$ cat config.mk
export PLATFORM = sky130hd
export DESIGN_NAME = flash_id_status_responder
export DESIGN_NICKNAME = d
export VERILOG_FILES = /design/src/rtl/flash_resp_pkg.sv /design/src/rtl/resp_cmd_fsm.sv /design/src/rtl/resp_status_reg.sv /design/src/rtl/resp_reply_mux.sv /design/src/rtl/flash_id_status_responder.sv
export SDC_FILE = /design/constraint.sdc
export NUM_CORES = 1
export LEC_CHECK = 0
export ABC_AREA = 0
export ABC_CLOCK_PERIOD_IN_PS = 2170
export BUFFER_PORTS_ARGS = -buffer_cell sky130_fd_sc_hd__buf_2
export CAP_MARGIN = 5
export CORE_ASPECT_RATIO = 0.8
export CORE_UTILIZATION = 40
export DETAILED_ROUTE_END_ITERATION = 10
export PLACE_DENSITY_LB_ADDON = 0.1
export SYNTH_ARGS = -nofsm -noshare
export SYNTH_HDL_FRONTEND = slang
export SYNTH_SLANG_ARGS = --single-unit
$ cat constraint.sdc
create_clock -name clk -period 2.17 [get_ports clk]
set_clock_uncertainty 0.05 [all_clocks]
set_input_delay 0.434 -clock clk [delete_from_list [all_inputs] [get_ports clk]]
set_output_delay 0.434 -clock clk [all_outputs]
set_load 0.02 [all_outputs]
$ cat src/rtl/flash_resp_pkg.sv
package flash_resp_pkg;

    typedef enum logic [2:0] {
        S_IDLE,
        S_JEDEC,
        S_STRD,
        S_STWR,
        S_SIG,
        S_REMS,
        S_DRAIN
    } resp_state_t;

    localparam logic [7:0] OP_JEDEC   = 8'h9F;
    localparam logic [7:0] OP_STRD    = 8'h05;
    localparam logic [7:0] OP_STWR    = 8'h01;
    localparam logic [7:0] OP_WREN    = 8'h06;
    localparam logic [7:0] OP_WRDIS   = 8'h04;
    localparam logic [7:0] OP_SIG     = 8'hAB;
    localparam logic [7:0] OP_REMS    = 8'h90;
    localparam logic [7:0] REPLY_NONE = 8'hFF;

endpackage

$ cat src/rtl/resp_cmd_fsm.sv
module resp_cmd_fsm
    import flash_resp_pkg::*;
#(
    parameter int SLOT_W = 3
) (
    input  logic              clk,
    input  logic              rst_n,
    input  logic              cs_n,
    input  logic              rx_valid,
    input  logic [7:0]        rx_byte,
    output resp_state_t       state_o,
    output logic [SLOT_W-1:0] slot_o,
    output logic              dev_first_o,
    output logic [7:0]        wr_data_o,
    output logic              set_wel_o,
    output logic              clr_wel_o,
    output logic              commit_o
);
    localparam logic [SLOT_W-1:0] SLOT_MAX = {SLOT_W{1'b1}};
    localparam logic [SLOT_W-1:0] SLOT_SEL = SLOT_W'(3);
    localparam logic [SLOT_W-1:0] SLOT_WD  = SLOT_W'(1);

    resp_state_t       state_q, state_d;
    logic [SLOT_W-1:0] slot_q;
    logic              dev_first_q;
    logic [7:0]        wr_data_q;
    logic              wr_have_q;
    logic              take;

    assign take = rx_valid && !cs_n;

    // next state
    always_comb begin
        state_d = state_q;
        if (cs_n) begin
            state_d = S_IDLE;
        end else if (rx_valid && state_q == S_IDLE) begin
            unique case (rx_byte)
                OP_JEDEC: state_d = S_JEDEC;
                OP_STRD:  state_d = S_STRD;
                OP_STWR:  state_d = S_STWR;
                OP_SIG:   state_d = S_SIG;
                OP_REMS:  state_d = S_REMS;
                default:  state_d = S_DRAIN;
            endcase
        end
    end

    // state register
    always_ff @(posedge clk or negedge rst_n) begin
        if (!rst_n) state_q <= S_IDLE;
        else        state_q <= state_d;
    end

    // per-frame context
    always_ff @(posedge clk or negedge rst_n) begin
        if (!rst_n) begin
            slot_q      <= '0;
            dev_first_q <= 1'b0;
            wr_data_q   <= '0;
            wr_have_q   <= 1'b0;
        end else if (cs_n) begin
            slot_q      <= '0;
            dev_first_q <= 1'b0;
            wr_have_q   <= 1'b0;
        end else if (rx_valid) begin
            if (slot_q != SLOT_MAX) slot_q <= slot_q + 1'b1;
            if (state_q == S_REMS && slot_q == SLOT_SEL) dev_first_q <= rx_byte[0];
            if (state_q == S_STWR && slot_q == SLOT_WD) begin
                wr_data_q <= rx_byte;
                wr_have_q <= 1'b1;
            end
        end
    end

    // outputs
    always_comb begin
        set_wel_o   = take && state_q == S_IDLE && rx_byte == OP_WREN;
        clr_wel_o   = take && state_q == S_IDLE && rx_byte == OP_WRDIS;
        commit_o    = cs_n && state_q == S_STWR && wr_have_q;
        state_o     = state_q;
        slot_o      = slot_q;
        dev_first_o = dev_first_q;
        wr_data_o   = wr_data_q;
    end

endmodule

$ cat src/rtl/resp_status_reg.sv
module resp_status_reg #(
    parameter int STORE_W = 6
) (
    input  logic               clk,
    input  logic               rst_n,
    input  logic               busy,
    input  logic               set_wel,
    input  logic               clr_wel,
    input  logic               commit,
    input  logic [7:0]         wr_data,
    output logic [7:0]         status_o,
    output logic               wel_o,
    output logic [STORE_W-1:0] prot_o
);
    logic [STORE_W-1:0] prot_q;
    logic               wel_q;
    logic               locked;
    logic               accept;

    assign locked = prot_q[STORE_W-1];
    assign accept = commit && wel_q && !locked;

    always_ff @(posedge clk or negedge rst_n) begin
        if (!rst_n) begin
            prot_q <= '0;
            wel_q  <= 1'b0;
        end else if (accept) begin
            prot_q <= wr_data[7:8-STORE_W];
            wel_q  <= 1'b0;
        end else if (set_wel) begin
            wel_q  <= 1'b1;
        end else if (clr_wel) begin
            wel_q  <= 1'b0;
        end
    end

    assign status_o = {prot_q, wel_q, busy};
    assign wel_o    = wel_q;
    assign prot_o   = prot_q;

endmodule

$ cat src/rtl/resp_reply_mux.sv
module resp_reply_mux
    import flash_resp_pkg::*;
#(
    parameter logic [7:0] MFR_ID   = 8'h5A,
    parameter logic [7:0] MEM_TYPE = 8'h40,
    parameter logic [7:0] DEV_ID   = 8'h17,
    parameter int         SLOT_W   = 3
) (
    input  logic              cs_n,
    input  resp_state_t       state,
    input  logic [SLOT_W-1:0] slot,
    input  logic              dev_first,
    input  logic [7:0]        status,
    output logic [7:0]        tx_byte
);
    always_comb begin
        tx_byte = REPLY_NONE;
        if (!cs_n) begin
            case (state)
                S_JEDEC: begin
                    if      (slot == SLOT_W'(1)) tx_byte = MFR_ID;
                    else if (slot == SLOT_W'(2)) tx_byte = MEM_TYPE;
                    else if (slot == SLOT_W'(3)) tx_byte = DEV_ID;
                end
                S_STRD: tx_byte = status;
                S_SIG: begin
                    if (slot == SLOT_W'(4)) tx_byte = DEV_ID;
                end
                S_REMS: begin
                    if      (slot == SLOT_W'(4)) tx_byte = dev_first ? DEV_ID : MFR_ID;
                    else if (slot == SLOT_W'(5)) tx_byte = dev_first ? MFR_ID : DEV_ID;
                end
                default: tx_byte = REPLY_NONE;
            endcase
        end
    end

endmodule

$ cat src/rtl/flash_id_status_responder.sv
module flash_id_status_responder
    import flash_resp_pkg::*;
#(
    parameter logic [7:0] MFR_ID   = 8'h5A,
    parameter logic [7:0] MEM_TYPE = 8'h40,
    parameter logic [7:0] DEV_ID   = 8'h17,
    parameter int         SLOT_W   = 3
) (
    input  logic       clk,
    input  logic       rst_n,
    input  logic       cs_n,
    input  logic       rx_valid,
    input  logic [7:0] rx_byte,
    input  logic       busy,
    output logic [7:0] tx_byte
);
    localparam int STORE_W = 6;

    resp_state_t        st;
    logic [SLOT_W-1:0]  slot;
    logic               dev_first;
    logic [7:0]         wr_data;
    logic               set_wel, clr_wel, commit;
    logic [7:0]         status;
    logic               wel;
    logic [STORE_W-1:0] prot;

    resp_cmd_fsm #(.SLOT_W(SLOT_W)) u_fsm (
        .clk(clk), .rst_n(rst_n), .cs_n(cs_n), .rx_valid(rx_valid), .rx_byte(rx_byte),
        .state_o(st), .slot_o(slot), .dev_first_o(dev_first), .wr_data_o(wr_data),
        .set_wel_o(set_wel), .clr_wel_o(clr_wel), .commit_o(commit)
    );

    resp_status_reg #(.STORE_W(STORE_W)) u_stat (
        .clk(clk), .rst_n(rst_n), .busy(busy), .set_wel(set_wel), .clr_wel(clr_wel),
        .commit(commit), .wr_data(wr_data), .status_o(status), .wel_o(wel), .prot_o(prot)
    );

    resp_reply_mux #(.MFR_ID(MFR_ID), .MEM_TYPE(MEM_TYPE), .DEV_ID(DEV_ID), .SLOT_W(SLOT_W)) u_mux (
        .cs_n(cs_n), .state(st), .slot(slot), .dev_first(dev_first),
        .status(status), .tx_byte(tx_byte)
    );

endmodule

==> After elaboration in Yosys (flattened, before gate mapping) <==
Index checks and enable logic that the tools add are counted.
{ "word_totals": {"reg_bits": 23, "input_bits": 13, "output_inout_bits": 8, "word_cells": 76} }
{ "op_classes": {"muxes": 25, "n_addsub": 1, "n_bitwise": 1, "n_eq_ne": 18, "n_reduce_logical": 24} }
{ "op_table": {"columns": ["operator", "n"], "rows": [
  ["two-way mux 8 bit", 7],
  ["one-hot mux 8 bit (4 select lines)", 1],
  ["== test 8 x 3 -> 1 bit, second input constant", 3],
  ["== test 8 bit, second input constant", 3],
  ["two-way mux 3 bit", 5],
  ["one-hot mux 3 bit (5 select lines)", 1],
  ["two-way mux 7 bit", 2],
  ["== test 3 x 2 -> 1 bit, second input constant", 4],
  ["== test 3 bit, second input constant", 4],
  ["logical AND 1 bit", 11],
  ["nonzero test 2 bit", 5],
  ["two-way mux 1 bit", 9],
  ["== test 8 x 1 -> 1 bit, second input constant", 1],
  ["== test 3 x 1 -> 1 bit, second input constant", 2],
  ["AND reduction 2 bit", 3],
  ["adder 3 x 1 -> 3 bit, second input constant", 1],
  ["logical NOT 3 bit", 1],
  ["!= test 3 bit, second input constant", 1],
  ["AND reduction 3 bit", 1],
  ["nonzero test 3 bit", 1],
  ["logical NOT 1 bit", 2],
  ["inverter 1 bit", 1]
]} }

==> Logic depth before layout (Yosys ltp) <==
{ "logic_depth": {"ltp_word": 7, "mapped_depth": 6, "ltp_nobuf": 6} }

==> Modules after synthesis <==
Synthesis repeated with hierarchy kept, for this count alone.
{ "hier_totals": {"hier_cells": 151, "area_unflattened_um2": 1566.5} }
{ "by_module_without_submodules": {"columns": ["mod", "instances", "seq_area_each_um2", "area_each_um2", "cells_each"], "rows": [
  ["resp_cmd_fsm", 1, 400.4, 908.4, 80],
  ["resp_status_reg", 1, 175.2, 352.8, 24],
  ["resp_reply_mux", 1, 0.0, 305.3, 47]
]} }

==> Worst setup path before layout <==
OpenSTA, ideal clock, no wires.
{ "synth_path": {"path_kind": "reg-to-output", "startpoint": "register u_fsm.slot_q[1] (netlist: u_fsm.slot_o[1])", "endpoint": "output tx_byte[3]", "arrival_time_ns": 1.768, "path_buffers": 0, "required_time_ns": 1.686, "path_stages_with_launch": 7, "setup_slack_ns": -0.082, "cell_sequence": "dfrtp_1 -> inv_1 -> ha_1 -> or3b_1 -> a211oi_2 -> nor4_1 -> or3_1"} }
{ "synth_via": {"elab_chain_cells": 6} }
{ "synth_rtl": {"columns": ["item", "line_no", "rtl"], "rows": [
  ["start: declaration", "resp_cmd_fsm.sv:24", "logic [SLOT_W-1:0] slot_q;"],
  ["start signal: assignment", "resp_cmd_fsm.sv:67", "if (slot_q != SLOT_MAX) slot_q <= slot_q + 1'b1;"],
  ["== test 3 x 2 -> 1 bit", "resp_reply_mux.sv:23", "else if (slot == SLOT_W'(3)) tx_byte = DEV_ID;"],
  ["two-way mux 8 bit", "resp_reply_mux.sv:23", null],
  ["two-way mux 8 bit", "resp_reply_mux.sv:22", "else if (slot == SLOT_W'(2)) tx_byte = MEM_TYPE;"],
  ["two-way mux 8 bit", "resp_reply_mux.sv:21", "if (slot == SLOT_W'(1)) tx_byte = MFR_ID;"],
  ["one-hot mux 8 bit (4 select lines) (*)", "resp_reply_mux.sv:19", "case (state)"],
  ["two-way mux 8 bit (*)", "resp_reply_mux.sv:18", "if (!cs_n) begin"],
  ["end: declaration", "flash_id_status_responder.sv:15", "output logic [7:0] tx_byte"]
]} }
Every way passes the cells marked *; elsewhere a longest branch is shown, timed or not.

==> Worst setup path after layout <==
{ "layout_path": {"startpoint": "register u_fsm.slot_q[0] (netlist: u_fsm.slot_o[0])", "endpoint": "output tx_byte[3]"} }
The elaborated chain is that of the path after synthesis.

==> run_results.csv <==
group,metric,value,unit
outcome,status,"finished with violations",
outcome,violations,"negative setup slack",
setup_path,crit_required,1.69,ns
synthesis,synth_compound_area_frac,0.124,
layout,area_delta_synth_final,25.1,%
clocking,htree_levels,1,
layout,final_nets,199,
layout,final_common_cell,"nand2_1",
power_and_ir_drop,netSwitchingFraction,0.303,
global_route,antenna_found_initial,0,
synthesis,synth-simple-area-share,0.307,
layout,n_fill_cell,292,
placement,placed_cell_area,1530,sq um
setup_path,crit_buf_inv,2,
setup_path,path_max_fanout,3,
synthesis,yosysUniqueCellTypes,39,
synthesis,synthFlopType,"dfrtp_1",
placement,io_buffers,20,
power_and_ir_drop,seq_power_share,0.471,
clocking,cts_inserted_buffers,3,
floorplan,dieArea,3530,sq um
clocking,clock_sinks,21,
global_route,grt_pass1_vias,1116,
timing,finalSetupTns,-0.853,ns
synthesis,async_flop_share,1.00,
synthesis,synth_seq_cells,21,
placement,place_hpwl,2490,microns
synthesis,synth_nets,170,
timing,rsz0062_at_grt,"yes",
routing,routed_wl,3160,microns
timing,timing.final.crit_share,1.14,
synthesis,synth.yosys.seq_area_share,0.398,
hold_path,hold_path_class,"in -> async",
synthesis,synth_edf_count,0,
synthesis,yosys.area_share.adder,0.0569,
routing,drtAntennaViolNets,0,
power_and_ir_drop,combinationalPowerShare,0.247,
floorplan,num_rows,18,
routing,wl_per_cell,14.4,microns
synthesis,yosys_warnings,0,
synthesis,synth_top_family_by_area,"simple AND/OR/NAND/NOR gates",
clocking,cts_hold_buf,0,
floorplan,start_util,0.424,
timing,setup_viol,4,
power_and_ir_drop,pwr-share-clk,0.282,
routing,viasPerCell,5.48,
layout,multi_input_area,813,sq um
layout,drive_above_1_share,0.324,
clocking,clk_pin_slew_worst_paths,0.07,ns
global_route,grt_max_degree,22,
setup_path,worst_setup_path_end_kind,"primary output",
setup_path,path_class,"reg -> out",
layout,antenna_cells,0,
power_and_ir_drop,powerDensity,544,nW/um^2
routing,drt_first_pass_iters,4,
routing,vias,1201,
floorplan,dieHeight,53.4,microns
flow_run,cap_viol_max_count,0,
power_and_ir_drop,switching_power,0.272,mW
timing,setup_slack,-0.310,ns
setup_path,cpPeakStageDelay,0.40,ns
synthesis,synthMuxAreaShare,0.0664,
power_and_ir_drop,power_leakage,0.734,nW
synthesis,synth_area,1320,sq um
timing,hold_slack,0.0757,ns
timing,max_slew_margin,0.682,
timing,finalWorstPathRequiredPeriod,2.48,ns
routing,drc,0,
setup_path,cp-start-kind,"flop",
timing,fmax,403,MHz
power_and_ir_drop,p_int,0.626,mW
clocking,clock_path_buffers,2,
global_route,grt_usage,0.199,
floorplan,ios,21,
synthesis,syn_inst,151,
layout,stdcell_area,1650,sq um
clocking,clockRootBuffer,"clkbuf_8",
floorplan,die_w,66.2,microns
setup_path,cp_top_family,"simple AND/OR/NAND/NOR gates",
global_route,grt_overflow,0,
floorplan,design.core.area,3110,sq um
timing,drv_slew,0,
timing,hold_viol,0,
setup_path,crit_chain,"buf_6, ha_4, or3b_1, a211oi_2, nor4_1, or3_4, buf_4",
global_route,grt_pass1_wl,5190,microns
clocking,cts_tree,"yes",
timing,worstMarginPinSlew,0.477,ns
setup_path,slowest_stage,"dfrtp_1",
layout,finish.utilization,0.531,
layout,seqCellArea,528,sq um
layout,final_cell_mix,"nand2_1, dfrtp_1, buf_2, nor2_1, buf_4",
routing,drt_iter0_drc,106,
synthesis,avgSynthCellArea,8.73,sq um
synthesis,synth_xor_area_frac,0.00664,
setup_path,worstPathArrival,2.00,ns
clocking,clock_latency,0.26,ns
placement,gp_congestion,0.846,
power_and_ir_drop,vdd.ir_drop.worst,0.244,mV
==> routing by layer <==
metal,up-vias,GRT usage,wire length [microns]
li1,594,-,-
met1,576,0.291,1670
met2,29,0.298,1350
met3,2,0.0388,120
met4,0,0.0461,13
met5,-,0,0
==> synth_stat cells (2+ instances only) <==
cell type,count,area (sq um)
nor4_1,4,25.0
dfrtp_1,21,526
ha_1,6,75.1
nor4b_1,2,17.5
nand4b_1,2,17.5
inv_1,7,26.3
mux2_2,6,67.6
o22ai_1,2,12.5
nand2_1,23,86.3
nor2_1,15,56.3
or3_1,2,12.5
nor3_1,4,20.0
o32ai_1,2,17.5
a21oi_1,5,25.0
mux2i_1,2,20.0
a211oi_1,2,15.0
clkbuf_1,3,11.3
o21ai_0,7,35.0
nand2b_1,4,25.0
nor2b_1,5,31.3
nand3_1,6,30.0
buf_2,3,15.0
nand4_1,2,12.5
==> flip-flops by register name, summed over array words and instances, names as in the netlist <==
name and flops:
u_fsm.wr_data_o 6, u_stat.prot_o 6, u_fsm.slot_o 3, u_fsm.state_o 3, u_fsm.dev_first_o 1, u_fsm.wr_have_q 1, u_stat.wel_o 1
==> final timing paths <==
path                                     end  slack, ns  cells after the start        startpoint
setup / recovery                  tx_byte[3]      -0.31                      7   u_fsm.slot_o[0]
hold / removal             u_fsm.dev_first_o       0.08                      1             rst_n
setup reg to reg             u_fsm.slot_o[2]       0.40                      7   u_fsm.slot_o[0]
hold reg to reg             u_stat.prot_o[3]       0.42                      2  u_stat.prot_o[3]
max in group asynchronous   u_fsm.state_o[0]       1.64                      1             rst_n
min in group clk                u_stat.wel_o       0.41                      3        rx_byte[1]
==> kinds of logic after synthesis <==
logic type,Yosys count
mux,8
compound gates,25
flops,21
xor+xnor,1
buf+inv,13
fa+ha+maj,6
simple gates,77
==> layout make-up <==
cell class                 instances  area share
tap                               40      0.0303
sequential                        21       0.320
inverter                           7      0.0159
timing repair buffer              30       0.113
clock inverter                     1     0.00303
clock buffer                       3      0.0250
multi-input combinational        117       0.493
==> power by group through the flow <==
stage	Combinational, mW	Clock (mW)	Sequential [mW]
floorplan	0.123	0	0.424
finish	0.222	0.253	0.423
global route	0.247	0.283	0.425
detailed placement	0.202	0	0.429
global placement	0.198	0	0.428
CTS	0.209	0.261	0.422
==> metrics by stage <==
stage,setup slack [ns],power (mW),std cells
6_report,-0.310,0.899,219
5_1_grt,-0.429,0.956,219
4_1_cts,-0.312,0.892,219
3_5_place_dp,-0.0457,0.631,214
3_3_place_gp,-0.0117,0.626,214
2_1_floorplan,0.0179,0.547,151
==> what timing repair did <==
action | CTS | global route
endpoints found under the setup margin | 6 | 8
buffers inserted | 1 | 0
pin swaps | 1 | 2
resized for setup | 5 | 13
Power figures use the tool's default switching activity.
